## src/rtl/brg_err_pkg.sv

```systemverilog
package brg_err_pkg;
  localparam int DW    = 16;
  localparam int AW    = 2;
  localparam int CMD_W = 10;

  // status bit positions (shared by both sides)
  localparam int B_DPE  = 15;
  localparam int B_SERR = 14;
  localparam int B_RMA  = 13;
  localparam int B_RTA  = 12;
  localparam int B_STA  = 11;
  localparam int B_DPAR = 8;

  // command bit positions
  localparam int C_PERR = 6;
  localparam int C_SERR = 8;

  // reason bit positions
  localparam int R_SSERR = 0;
  localparam int R_PAPE  = 1;
  localparam int R_PWMA  = 4;

  localparam logic [AW-1:0] A_CMD   = 2'd0;
  localparam logic [AW-1:0] A_PSTAT = 2'd1;
  localparam logic [AW-1:0] A_SSTAT = 2'd2;
  localparam logic [AW-1:0] A_RSN   = 2'd3;

  localparam logic [DW-1:0] ERR_MASK = 16'hF900;

  typedef struct packed {
    logic addr_perr;
    logic data_perr;
    logic tabort_sig;
    logic tabort_rcv;
    logic mabort;
  } side_evt_t;

  function automatic logic [DW-1:0] side_bits(input side_evt_t e, input logic perr_resp);
    logic [DW-1:0] v;
    v         = '0;
    v[B_DPE]  = e.addr_perr | e.data_perr;
    v[B_DPAR] = e.data_perr & perr_resp;
    v[B_STA]  = e.tabort_sig;
    v[B_RTA]  = e.tabort_rcv;
    v[B_RMA]  = e.mabort;
    return v;
  endfunction
endpackage

```

## src/rtl/brg_w1c_reg.sv

```systemverilog
module brg_w1c_reg #(
  parameter int           W     = 16,
  parameter logic [W-1:0] MASK  = '1,
  parameter logic [W-1:0] FIXED = '0
) (
  input  logic         clk,
  input  logic         rst_n,
  input  logic [W-1:0] set_i,
  input  logic [W-1:0] clr_i,
  output logic [W-1:0] q_o
);
  logic [W-1:0] q;

  // set has priority over a same-cycle clear
  always_ff @(posedge clk) begin
    if (!rst_n) q <= '0;
    else        q <= ((q & ~clr_i) | set_i) & MASK;
  end

  assign q_o = q | (FIXED & ~MASK);

  assert_sticky_keep_R11: assert property (@(posedge clk) disable iff (!rst_n)
    rst_n |=> ((($past(q) & ~$past(clr_i)) & ~q) == '0));
endmodule

```

## src/rtl/brg_serr_gen.sv

```systemverilog
module brg_serr_gen
  import brg_err_pkg::*;
#(
  parameter int RSN_W = 8
) (
  input  logic             clk,
  input  logic             rst_n,
  input  logic             serr_en,
  input  logic             perr_resp,
  input  side_evt_t        pri_evt,
  input  side_evt_t        sec_evt,
  input  logic             sec_serr,
  input  logic             sec_posted_mabort,
  output logic [DW-1:0]    pri_set,
  output logic [DW-1:0]    sec_set,
  output logic [RSN_W-1:0] rsn_set,
  output logic             serr_n_o
);
  logic [RSN_W-1:0] cause;
  logic             fire;
  logic             serr_n_q;
  side_evt_t        sec_mod;

  always_comb begin
    cause          = '0;
    cause[R_SSERR] = sec_serr;
    cause[R_PAPE]  = pri_evt.addr_perr;
    cause[R_PWMA]  = sec_posted_mabort;
  end

  assign fire    = serr_en & (|cause);
  assign rsn_set = serr_en ? cause : '0;

  always_comb begin
    sec_mod        = sec_evt;
    sec_mod.mabort = sec_evt.mabort | sec_posted_mabort;
    pri_set         = side_bits(pri_evt, perr_resp);
    pri_set[B_SERR] = fire;
    sec_set         = side_bits(sec_mod, perr_resp);
    sec_set[B_SERR] = sec_serr;
  end

  always_ff @(posedge clk) begin
    if (!rst_n) serr_n_q <= 1'b1;
    else        serr_n_q <= ~fire;
  end

  assign serr_n_o = serr_n_q;

  assert_quiet_when_off_R5: assert property (@(posedge clk) disable iff (!rst_n)
    !$past(serr_en) |-> serr_n_q);
endmodule

```

## src/rtl/brg_err_report.sv

```systemverilog
module brg_err_report
  import brg_err_pkg::*;
#(
  parameter logic [15:0] CAP_PRI = 16'h0280,
  parameter logic [15:0] CAP_SEC = 16'h0280,
  parameter int          RSN_W   = 8
) (
  input  logic        clk,
  input  logic        rst_n,
  input  logic        reg_we,
  input  logic [1:0]  reg_addr,
  input  logic [15:0] reg_wdata,
  output logic [15:0] reg_rdata,
  input  logic        pri_addr_perr,
  input  logic        pri_data_perr,
  input  logic        pri_tabort_sig,
  input  logic        pri_tabort_rcv,
  input  logic        pri_mabort_rcv,
  input  logic        sec_serr,
  input  logic        sec_addr_perr,
  input  logic        sec_data_perr,
  input  logic        sec_tabort_sig,
  input  logic        sec_tabort_rcv,
  input  logic        sec_mabort,
  input  logic        sec_posted_mabort,
  output logic        serr_n
);
  localparam logic [RSN_W-1:0] RSN_MASK =
    RSN_W'((1 << R_SSERR) | (1 << R_PAPE) | (1 << R_PWMA));

  logic [CMD_W-1:0] cmd_q;
  side_evt_t        pri_evt, sec_evt;
  logic [DW-1:0]    st_set [2];
  logic [DW-1:0]    st_q   [2];
  logic [RSN_W-1:0] rsn_set, rsn_q, rsn_clr;

  assign pri_evt = '{addr_perr: pri_addr_perr, data_perr: pri_data_perr,
                     tabort_sig: pri_tabort_sig, tabort_rcv: pri_tabort_rcv,
                     mabort: pri_mabort_rcv};
  assign sec_evt = '{addr_perr: sec_addr_perr, data_perr: sec_data_perr,
                     tabort_sig: sec_tabort_sig, tabort_rcv: sec_tabort_rcv,
                     mabort: sec_mabort};

  always_ff @(posedge clk) begin
    if (!rst_n)                            cmd_q <= '0;
    else if (reg_we && reg_addr == A_CMD)  cmd_q <= reg_wdata[CMD_W-1:0];
  end

  brg_serr_gen #(.RSN_W(RSN_W)) u_gen (
    .clk               (clk),
    .rst_n             (rst_n),
    .serr_en           (cmd_q[C_SERR]),
    .perr_resp         (cmd_q[C_PERR]),
    .pri_evt           (pri_evt),
    .sec_evt           (sec_evt),
    .sec_serr          (sec_serr),
    .sec_posted_mabort (sec_posted_mabort),
    .pri_set           (st_set[0]),
    .sec_set           (st_set[1]),
    .rsn_set           (rsn_set),
    .serr_n_o          (serr_n)
  );

  for (genvar s = 0; s < 2; s++) begin : g_stat
    localparam logic [AW-1:0] MY_ADDR = (s == 0) ? A_PSTAT : A_SSTAT;
    logic [DW-1:0] clr;
    assign clr = (reg_we && reg_addr == MY_ADDR) ? reg_wdata : '0;
    brg_w1c_reg #(
      .W     (DW),
      .MASK  (ERR_MASK),
      .FIXED ((s == 0) ? CAP_PRI : CAP_SEC)
    ) u_stat (
      .clk   (clk),
      .rst_n (rst_n),
      .set_i (st_set[s]),
      .clr_i (clr),
      .q_o   (st_q[s])
    );
  end

  assign rsn_clr = (reg_we && reg_addr == A_RSN) ? reg_wdata[RSN_W-1:0] : '0;

  brg_w1c_reg #(.W(RSN_W), .MASK(RSN_MASK), .FIXED('0)) u_rsn (
    .clk   (clk),
    .rst_n (rst_n),
    .set_i (rsn_set),
    .clr_i (rsn_clr),
    .q_o   (rsn_q)
  );

  always_comb begin
    case (reg_addr)
      A_CMD:   reg_rdata = DW'(cmd_q);
      A_PSTAT: reg_rdata = st_q[0];
      A_SSTAT: reg_rdata = st_q[1];
      default: reg_rdata = DW'(rsn_q);
    endcase
  end

  assert_serr_flag_R4: assert property (@(posedge clk) disable iff (!rst_n)
    !serr_n |-> st_q[0][B_SERR]);
  assert_posted_reason_R7: assert property (@(posedge clk) disable iff (!rst_n)
    $past(sec_posted_mabort && cmd_q[C_SERR]) |-> rsn_q[R_PWMA]);
  assert_sec_serr_logged_R3: assert property (@(posedge clk) disable iff (!rst_n)
    $past(sec_serr) |-> st_q[1][B_SERR]);
endmodule

```

## config.mk

```make
export PLATFORM = sky130hd
export DESIGN_NAME = brg_err_report
export DESIGN_NICKNAME = d
export VERILOG_FILES = /design/src/rtl/brg_err_pkg.sv /design/src/rtl/brg_w1c_reg.sv /design/src/rtl/brg_serr_gen.sv /design/src/rtl/brg_err_report.sv
export SDC_FILE = /design/constraint.sdc
export NUM_CORES = 1
export LEC_CHECK = 0
export BUFFER_PORTS_ARGS = -buffer_cell sky130_fd_sc_hd__buf_2
export CAP_MARGIN = 20
export CORE_UTILIZATION = 23
export CTS_CLUSTER_SIZE = 20
export DETAILED_ROUTE_END_ITERATION = 6
export HOLD_SLACK_MARGIN = 0.12
export MAX_ROUTING_LAYER = met4
export PLACE_DENSITY = 0.42
export SLEW_MARGIN = 5
export SYNTH_ARGS = -nofsm -noshare
export SYNTH_HDL_FRONTEND = slang
export SYNTH_SLANG_ARGS = --single-unit
```

## constraint.sdc

```tcl
create_clock -name clk -period 2.7 [get_ports clk]
set_input_delay 0.27 -clock clk [delete_from_list [all_inputs] [get_ports clk]]
set_output_delay 0.27 -clock clk [all_outputs]
set_load 0.01 [all_outputs]
```

==> results.txt <==
* Result of the run: complete, no violations
* Minimum setup slack in the final design: 1070 ps
* Final weighted congestion in routability-driven placement: 0.663
- Area share of xor/xnor cells in the synthesized design: 0%
- Drt first-iter violations: 71
* Worst slack at placement: 1070 ps
- The library cell used most frequently in the layout, excluding fill and tap cells, is buf_2.
* Final-layout worst hold slack: 194 ps
* Largest family of logic cells by synthesized area: compound AO/OA/AOI/OAI gates
* Worst clock skew: 6.51 ps
- Antenna cells: 0
- Ranked by total cell area, the synthesized netlist is headed by dfxtp_1 37%, a21bo_1 9.4%, a21oi_2 6.3%.
* Most used cells in the layout excluding fill and tap cells: 47 x buf_2, 26 x dfxtp_1, 13 x a21bo_1
- Hold-fix buffers, CTS: 0
* Launching element type of the critical path: input port
- Critical path fanouts, max: 21
- In the final timing run, aggregate negative setup slack is 0 ps.
* Sequential fraction of the synthesis area: 37.4%
- The hold violation total from the final report is 0.
* Area share of the largest cell type after synthesis: 37.4%
- Overall die area: 0.00636 mm^2
* Syn_nets: 196
- Kind of end point of the critical path: output pin
- Largest net degree at the start of global routing: 29
- Via count of the first global-routing pass: 1190
- Once detail routing completed, the nets flagged for antenna violations numbered 0.
- Clock latency of the later-clocked register in the worst-skew pair: 270 ps
- Layout Area Growth over Synthesis: 22.5%
- In this run the horizontal extent of the chip is 79.7 um.
- RSZ-0062 raised after global routing: no
- The most critical setup path has its startpoint at reg_addr[0].
* Finished Layout Cells: 272
* Clock transition time at the flip-flop clock pins of the worst setup and hold paths: 90 ps
- Clk sink count: 26
* Detailed-route wire length: 3650 um
- Mux cell area share after synthesis: 0%
- Setup violations remaining at the end of the flow were counted as 0.
* TritonCTS clock tree: built
- The synthesized design contains 26 register bits.
- Longest Clk Path Bufs: 2
- Routed via count divided by cell count: 4.58
* Number of antenna violations at the first check in global routing: 0
* Nets: 239
* Synth Area in Simple Gates: 16.7%
- Dividing the synthesized area by the synthesized cell count gives 8.80 um^2.
- Pin placement for this block handled 50 I/O pins.
- Final slew viol count: 0
- For this design the ratio of total power to cell area is 470 mW/mm^2.
- The floorplan has 27 rows.
* Period Utilization, post-route: 60.4%
* Overall Power: 801 uW
- In this run the number of H-tree levels came out at 1.
* Peak clock frequency supported by timing: 613 MHz
- Mapped cell area: 0.00139 mm^2
- Setup slack on the worst reg-to-reg path comes out at 1830 ps.
- Effective utilization at floorplan: 24.5%
* Rel. slew slack: 64.0%
- Floorplan Core Area: 0.00568 mm^2
* Fraction of the mapped netlist area in compound gates: 32.8%
- Vertical die dimension: 79.7 um
- Half-perimeter wire length after detailed placement: 2590 um
- Time the final worst path needs with I/O delays and setup: 1630 ps
- First-pass GRT wire length: 6040 um
- The synthesized design spends more area on one cell type than any other, namely dfxtp_1.
- After detailed routing, the number of remaining DRC violations is 0.
- The path class of the tightest hold or removal check is input port to flip-flop.
- Count of different cell masters after synthesis: 27
- For this run, the number of Yosys warnings is 0.
- For this run, the total global-route usage over all layers was measured as 12.6%.
* Arrival time reported for the critical path endpoint: 1360 ps
* Clk root buf: clkbuf_8
* Leakage: 0.738 nW
- Reg-to-reg startpoint: cmd_q[8]
- First-pass iteration count of the detailed router: 4
- Summed over all layers, the global routing overflow is 0.
- Synthesis handed over a netlist of 158 instances.
* Buffers added on ports: 47
- Req. time, crit path: 2430 ps
- Clock buffer count from CTS: 3
- Across all layers, the routed design uses 1247 vias.
* Startpoint of the tightest hold check path: reg_wdata[12]
- Summing the areas of all fa, ha and maj instances in the mapped netlist gives 4.50% of the synthesized area.
- Filler cells: 632
- The post-route netlist has 34.5% of its cells at a drive strength greater than 1.
- The worst setup path is of the input port to output pin kind.
- The number of placed instances, taps included, is 268.
- For the pin with the worst max-slew slack, the measured transition is 540 ps.
* Max VDD drop: 0.221 mV
* Setup bufs post-CTS: 0
- Average routed wire per standard cell: 13.4 um
* Total of cells resized after clock tree synthesis: 0
- Maximum capacitance violations: 0
-- per-layer routing --
metal | routed length, um | track usage, % | part of all wire [%]
met1 | 1820 | 17.0 | 50
met2 | 1570 | 19.7 | 43
met3 | 245 | 3.20 | 6.7
met4 | 17 | 1.61 | 0.47
met5 | 0 | - | 0
-- kinds of logic after synthesis --
family / count (synthesis)
AO/OA/AOI/OAI: 58
AND/OR/NAND/NOR: 48
flip-flops: 26
buffers and inverters: 20
adder cells (fa/ha/maj): 5
other: 1
-- cell usage after synthesis --
cell type	instances
a311oi_1	2
dfxtp_1	26
a21bo_2	2
nand2_1	12
a311oi_2	1
a21oi_1	2
a21oi_2	10
buf_4	1
nand3_1	10
buf_2	6
a222oi_1	1
o311ai_1	1
nor3_1	3
inv_2	1
and2_1	4
a31oi_1	11
a21bo_1	13
and2_4	2
a22oi_1	5
ha_1	5
buf_6	4
nor2_1	11
nand2b_1	5
o21ai_1	10
and3_1	1
conb_1	1
inv_1	8
-- registers in the layout, summed over array words and instances (netlist names) --
signal           cells
g_stat.u_stat.q     12
cmd_q               10
u_rsn.q_o            3
u_gen.serr_n_o       1
-- critical path, cell delays in order --
cell and delay (ps):
buf_2 130, inv_1 80, ha_1 260, buf_4 270, nand2_1 80, o21ai_1 120, buf_2 150
-- through the flow --
stage	area (um^2)	util (%)
after CTS	1700	30.0
final	1700	30.0
after floorplan	1390	-
after global placement	1650	29.0
after detailed placement	1650	29.0
after global routing	1700	30.0
-- power breakdown --
group / switching (mW) / internal [mW] / leakage, nW
clock network: 0.125 / 0.130 / 0.0288
registers: 0.0105 / 0.402 / 0.214
logic: 0.0756 / 0.0568 / 0.496
-- layout make-up --
| cell class | count | area (um^2) | area share, % |
|---|---|---|---|
| multi-input combinational | 112 | 753 | 44.2 |
| sequential | 26 | 520 | 30.6 |
| timing repair buffer | 49 | 250 | 14.7 |
| tap | 72 | 90.1 | 5.29 |
| clock buffer | 4 | 55.1 | 3.23 |
| inverter | 9 | 33.8 | 1.98 |
-- path summary, 6_finish.rpt --
path | cells after the start | to
max | 7 | reg_rdata[0]
min reg2reg | 2 | g_stat[0].u_stat.q[14]
max reg2reg | 2 | cmd_q[8]
min | 2 | g_stat[1].u_stat.q[12]
(Power assumes the default switching activity.)
